## src/rtl/keymat_pkg.sv

```systemverilog
package keymat_pkg;

    typedef enum logic [2:0] {
        ST_SETTLE  = 3'd0,
        ST_SCAN    = 3'd1,
        ST_FREEZE  = 3'd2,
        ST_LATCH   = 3'd3,
        ST_RELEASE = 3'd4
    } scan_state_e;

endpackage

```

## src/rtl/keymat_sync.sv

```systemverilog
module keymat_sync #(
    parameter int WIDTH  = 8,
    parameter int STAGES = 2
) (
    input  logic             clk,
    input  logic             rst_n,
    input  logic [WIDTH-1:0] din,
    output logic [WIDTH-1:0] dout
);
    logic [WIDTH-1:0] stg [STAGES];

    generate
        for (genvar s = 0; s < STAGES; s++) begin : g_stage
            if (s == 0) begin : g_first
                always_ff @(posedge clk or negedge rst_n) begin
                    if (!rst_n) stg[s] <= '1;
                    else        stg[s] <= din;
                end
            end else begin : g_next
                always_ff @(posedge clk or negedge rst_n) begin
                    if (!rst_n) stg[s] <= '1;
                    else        stg[s] <= stg[s-1];
                end
            end
        end
    endgenerate

    assign dout = stg[STAGES-1];
endmodule

```

## src/rtl/keymat_ring.sv

```systemverilog
module keymat_ring #(
    parameter int N = 8
) (
    input  logic         clk,
    input  logic         rst_n,
    input  logic         step,
    output logic [N-1:0] ring_n
);
    localparam logic [N-1:0] START = {{(N-1){1'b1}}, 1'b0};

    always_ff @(posedge clk or negedge rst_n) begin
        if (!rst_n)    ring_n <= START;
        else if (step) ring_n <= {ring_n[N-2:0], ring_n[N-1]};
    end
endmodule

```

## src/rtl/keymat_prienc.sv

```systemverilog
module keymat_prienc #(
    parameter int N  = 8,
    parameter int IW = $clog2(N)
) (
    input  logic [N-1:0]  lines_n,
    output logic [IW-1:0] idx,
    output logic          found
);
    always_comb begin
        idx   = '0;
        found = 1'b0;
        for (int i = N - 1; i >= 0; i--) begin
            if (!lines_n[i]) begin
                idx   = IW'(i);
                found = 1'b1;
            end
        end
    end
endmodule

```

## src/rtl/keymat_scanner.sv

```systemverilog
module keymat_scanner #(
    parameter int ROWS        = 8,
    parameter int COLS        = 8,
    parameter int SYNC_STAGES = 2,
    parameter int HOLD_CYCLES = 8,
    parameter int LOAD_AT     = 3,
    localparam int RW         = $clog2(ROWS),
    localparam int CW         = $clog2(COLS),
    localparam int KW         = RW + CW
) (
    input  logic            clk,
    input  logic            rst_n,
    input  logic            scan_tick,
    input  logic [COLS-1:0] col_n,
    output logic [ROWS-1:0] row_n,
    output logic [KW-1:0]   key_code,
    output logic            code_valid
);
    import keymat_pkg::*;

    localparam int SETTLE_CYC = SYNC_STAGES;
    localparam int CNT_MAX    = (HOLD_CYCLES > SETTLE_CYC) ? HOLD_CYCLES : SETTLE_CYC;
    localparam int CNTW       = $clog2(CNT_MAX + 1);

    scan_state_e     state, state_nxt;
    logic [CNTW-1:0] cnt, cnt_nxt;
    logic [COLS-1:0] col_sync;
    logic [RW-1:0]   row_idx;
    logic [CW-1:0]   col_idx;
    logic            row_found;
    logic            key_hit;
    logic            ring_step;

    keymat_sync #(.WIDTH(COLS), .STAGES(SYNC_STAGES)) i_sync (
        .clk   (clk),
        .rst_n (rst_n),
        .din   (col_n),
        .dout  (col_sync)
    );

    keymat_ring #(.N(ROWS)) i_ring (
        .clk    (clk),
        .rst_n  (rst_n),
        .step   (ring_step),
        .ring_n (row_n)
    );

    keymat_prienc #(.N(ROWS), .IW(RW)) i_row_enc (
        .lines_n (row_n),
        .idx     (row_idx),
        .found   (row_found)
    );

    keymat_prienc #(.N(COLS), .IW(CW)) i_col_enc (
        .lines_n (col_sync),
        .idx     (col_idx),
        .found   (key_hit)
    );

    // state register
    always_ff @(posedge clk or negedge rst_n) begin
        if (!rst_n) begin
            state <= ST_SETTLE;
            cnt   <= '0;
        end else begin
            state <= state_nxt;
            cnt   <= cnt_nxt;
        end
    end

    // next state
    always_comb begin
        state_nxt = state;
        ring_step = 1'b0;
        unique case (state)
            ST_SETTLE: begin
                if (cnt == CNTW'(SETTLE_CYC - 1)) state_nxt = ST_SCAN;
            end
            ST_SCAN: begin
                if (scan_tick) begin
                    if (key_hit) begin
                        state_nxt = ST_FREEZE;
                    end else begin
                        state_nxt = ST_SETTLE;
                        ring_step = 1'b1;
                    end
                end
            end
            ST_FREEZE: begin
                if (cnt == CNTW'(LOAD_AT - 1)) state_nxt = ST_LATCH;
            end
            ST_LATCH: begin
                state_nxt = ST_RELEASE;
            end
            ST_RELEASE: begin
                if (cnt == CNTW'(HOLD_CYCLES - 1)) begin
                    state_nxt = ST_SETTLE;
                    ring_step = 1'b1;
                end
            end
            default: state_nxt = ST_SETTLE;
        endcase
    end

    // interval counter: restarts on entry to a timed state
    always_comb begin
        if (state_nxt != state &&
            (state_nxt == ST_SETTLE || state_nxt == ST_FREEZE || state_nxt == ST_SCAN))
            cnt_nxt = '0;
        else if (state == ST_SCAN)
            cnt_nxt = '0;
        else
            cnt_nxt = cnt + CNTW'(1);
    end

    // outputs: code register and strobe
    always_ff @(posedge clk or negedge rst_n) begin
        if (!rst_n) begin
            key_code   <= '0;
            code_valid <= 1'b0;
        end else begin
            code_valid <= 1'b0;
            if (state == ST_LATCH && key_hit && row_found) begin
                key_code   <= {row_idx, col_idx};
                code_valid <= 1'b1;
            end
        end
    end
endmodule

```

## config.mk

```make
export PLATFORM = sky130hd
export DESIGN_NAME = keymat_scanner
export DESIGN_NICKNAME = d
export VERILOG_FILES = /design/src/rtl/keymat_pkg.sv /design/src/rtl/keymat_sync.sv /design/src/rtl/keymat_ring.sv /design/src/rtl/keymat_prienc.sv /design/src/rtl/keymat_scanner.sv
export SDC_FILE = /design/constraint.sdc
export NUM_CORES = 1
export LEC_CHECK = 0
export ABC_CLOCK_PERIOD_IN_PS = 2100
export BUFFER_PORTS_ARGS = -buffer_cell sky130_fd_sc_hd__buf_2
export CAP_MARGIN = 20
export CORE_AREA = 2 2 57 59
export DETAILED_ROUTE_END_ITERATION = 7
export DIE_AREA = 0 0 59 61
export PLACE_DENSITY = 0.8
export REMOVE_ABC_BUFFERS = 1
export SETUP_SLACK_MARGIN = 0.1
export SYNTH_ARGS = -nofsm -noshare
export SYNTH_HDL_FRONTEND = slang
export SYNTH_SLANG_ARGS = --single-unit
export TNS_END_PERCENT = 100
```

## constraint.sdc

```tcl
create_clock -name clk -period 2.1 [get_ports clk]
set_input_delay 0.21 -clock clk [delete_from_list [all_inputs] [get_ports clk]]
set_output_delay 0.21 -clock clk [all_outputs]
set_load 0.05 [all_outputs]
```

==> metrics.cfg <==
[synth]
synthTopCellsByCount=dfstp_2 (23), dfrtp_1 (15), mux2_2 (11)
synth_most_common_cell=dfstp_2
synth-seq-area-share_pct=62.89
yosys_warnings=0
syn_inst=120
synth_edf_count=0
synth_area_leaders=dfstp_2 (39%), dfrtp_1 (24%), mux2_2 (8.0%)
synth_top_area_share_pct=38.80
synth-main-ff-cell=dfstp_2
synth_cell_types=34
syn_avg_cell_area_um2=12.98
synth_area_leader_cell=dfstp_2
yosys_register_bits=38
netlist_area_mm2=0.001558
ys_async_sr_fraction_pct=100.0

[global_route]
grt_pass1_wl_um=4422
track_usage_pct=17.39
grt_pass1_vias=1005
antenna_found_initial=0
grt_max_degree=39
globalRouteOverflowTotal=0

[floorplanning]
core_area_mm2=0.002953
die_area_mm2=0.003599
start_util_pct=52.75
fp.dieH_um=61
ios=26
rows=20
die_width_um=59

[cts]
cts_htree_levels=2
cts_inserted_buffers=5
cts_sinks=38
path_clk_slew_ns=0.11
cts_tree=yes
clockBufferDepth=2
worstSkewPairLatency_ns=0.34
root_buffer=clkbuf_4
cts_setup_buffers=0

[pwr]
ir_drop_mv=0.5381
power_uw=1927
powerDensity_mw_per_mm2=1035
p_leak_uw=0.0008566

[placed_design]
portBuffers=25
gp_congestion=0.8473
dpl_worst_slack_ns=0.3173
hpwl_um=1901
dp_cells=176

[worst_setup_path]
crit_fanout=5
startpoint=cnt[3]$_DFF_PN0_
worstPathRequired_ns=2.32
r2r-start=cnt[3]$_DFF_PN0_
arrival_ns=2.01
path_cells=or4_4, o21ba_1, a221oi_2, nor2_1
max_stage_delay_ns=0.56
crit_slowest_cell=or4_4
path_class=flip-flop to flip-flop
start_kind=flip-flop
crit_path_end_kind=flip-flop
timing.critical_path.buf_inv=0
critical_path.top_delay_family=simple AND/OR/NAND/NOR gates

[detailed_routing]
drt_pre_antenna_iters=4
dr.first_iter.drc_count=27
drcViolationCount=0
wl_per_cell_um=13.78
via_per_inst=5.347
drt_wl_total_um=2660
drtAntennaViolNets=0
vias=1032

[timing]
period_needed_ns=1.784
setup_viol=0
post-route-period-util_pct=84.95
clock.fmax_mhz=560.6
rsz0062_at_grt=no
skew_ns=0.006436
maxSlewHeadroom_pct=47.47
worstMarginPinSlew_ns=0.7879
finalMaxSlewViolations=0
hold_viol=0
final.setup.tns_ns=0
fin_ws_ns=0.3161

[layout]
area_growth_pct=19.52
nFillCells=245
stdcell_count=193
antenna_cells=0
drive_above_1_share_pct=45.00
final_core_util_pct=63.05
final_nets=173

[worst_hold_path]
min_from=scan_tick
hold_class=primary input to flip-flop

[job]
cap_violations=0

[outcome]
outcome=completed

==> layer usage <==
metal  track usage [%]  routed length, um  vias to the layer above
li1                  -                  -                      508
met1             20.03               1180                      501
met2             29.21               1329                       18
met3             5.757                 95                        5
met4             8.766                 55                        0
met5                 0                  0                        -
==> power by group <==
part           leakage, uW  switching (uW)  total [uW]  internal [uW]
clock            0.0000343             230         391            161
combinational     0.000385             340         569            229
sequential        0.000437             111         967            856
total             0.000857             681        1930           1250
==> worst paths after layout <==
| path | endpoint | slack (ns) | cells after the start |
|---|---|---|---|
| hold / removal | state[0]$_DFF_PN0_ | 0.17 | 3 |
| hold reg to reg | i_sync.dout[6]$_DFF_PN1_ | 0.36 | 0 |
| max in group asynchronous | key_code[4]$_DFFE_PN0P_ | 1.12 | 2 |
| setup reg to reg | cnt[2]$_DFF_PN0_ | 0.32 | 4 |
| min in group asynchronous | cnt[3]$_DFF_PN0_ | 0.48 | 2 |
| setup / recovery | cnt[2]$_DFF_PN0_ | 0.32 | 4 |
==> cell type report <==
cell class                 instances  area [um^2]  area share [%]
clock buffer                       6        51.30           2.755
timing repair buffer              34        215.2           11.56
multi-input combinational         72        531.8           28.56
tap                               33        41.29           2.218
clock inverter                     2        12.51          0.6720
sequential                        38        979.7           52.62
inverter                           8        30.03           1.613
==> cells by family after synthesis <==
logic type / synth area share [%]
buf+inv: 2.972
compound gates: 10.60
xor+xnor: 1.125
simple gates: 11.41
flops: 62.89
fa+ha+maj: 2.410
mux: 8.594
==> repair_timing <==
item,in CTS,in global routing
hold buffers,9,0
hold endpoints to repair,23,0
resized for setup,0,0
setup endpoints to repair,0,0
==> through the flow <==
stage                     hold slack, ns  area (um^2)
after floorplan                 -0.08559         1541
after global placement            0.3146         1708
after detailed placement          0.3162         1708
after CTS                         0.1519         1862
after global routing              0.1744         1862
final                             0.1675         1862
==> cells in the final DEF, fill, tap and decap left out, types with 2 or more instances in the layout <==
cell / n
nor3_1: 2
o2bb2ai_1: 3
dlygate4sd3_1: 9
a31oi_1: 4
nor2_1: 7
inv_1: 8
clkbuf_4: 5
nand2b_1: 2
o21ai_0: 5
ha_1: 3
nand2_1: 7
mux2_2: 11
nand3_1: 5
buf_2: 25
and4_1: 2
a21oi_1: 3
dfrtp_1: 15
nand4_1: 2
dfstp_2: 23
==> flip-flops by register name (all words and copies together), names as in the netlist <==
signal,count
cnt,4
i_sync.stg,8
i_sync.dout,8
code_valid,1
key_code,6
i_ring.ring_n,8
state,3
==> tightest hold or removal path, cell delays in order <==
cell	delay, ns
buf_2	0.11
inv_1	0.04
o2bb2ai_1	0.12
No activity file was read; power rests on OpenSTA's default activity.
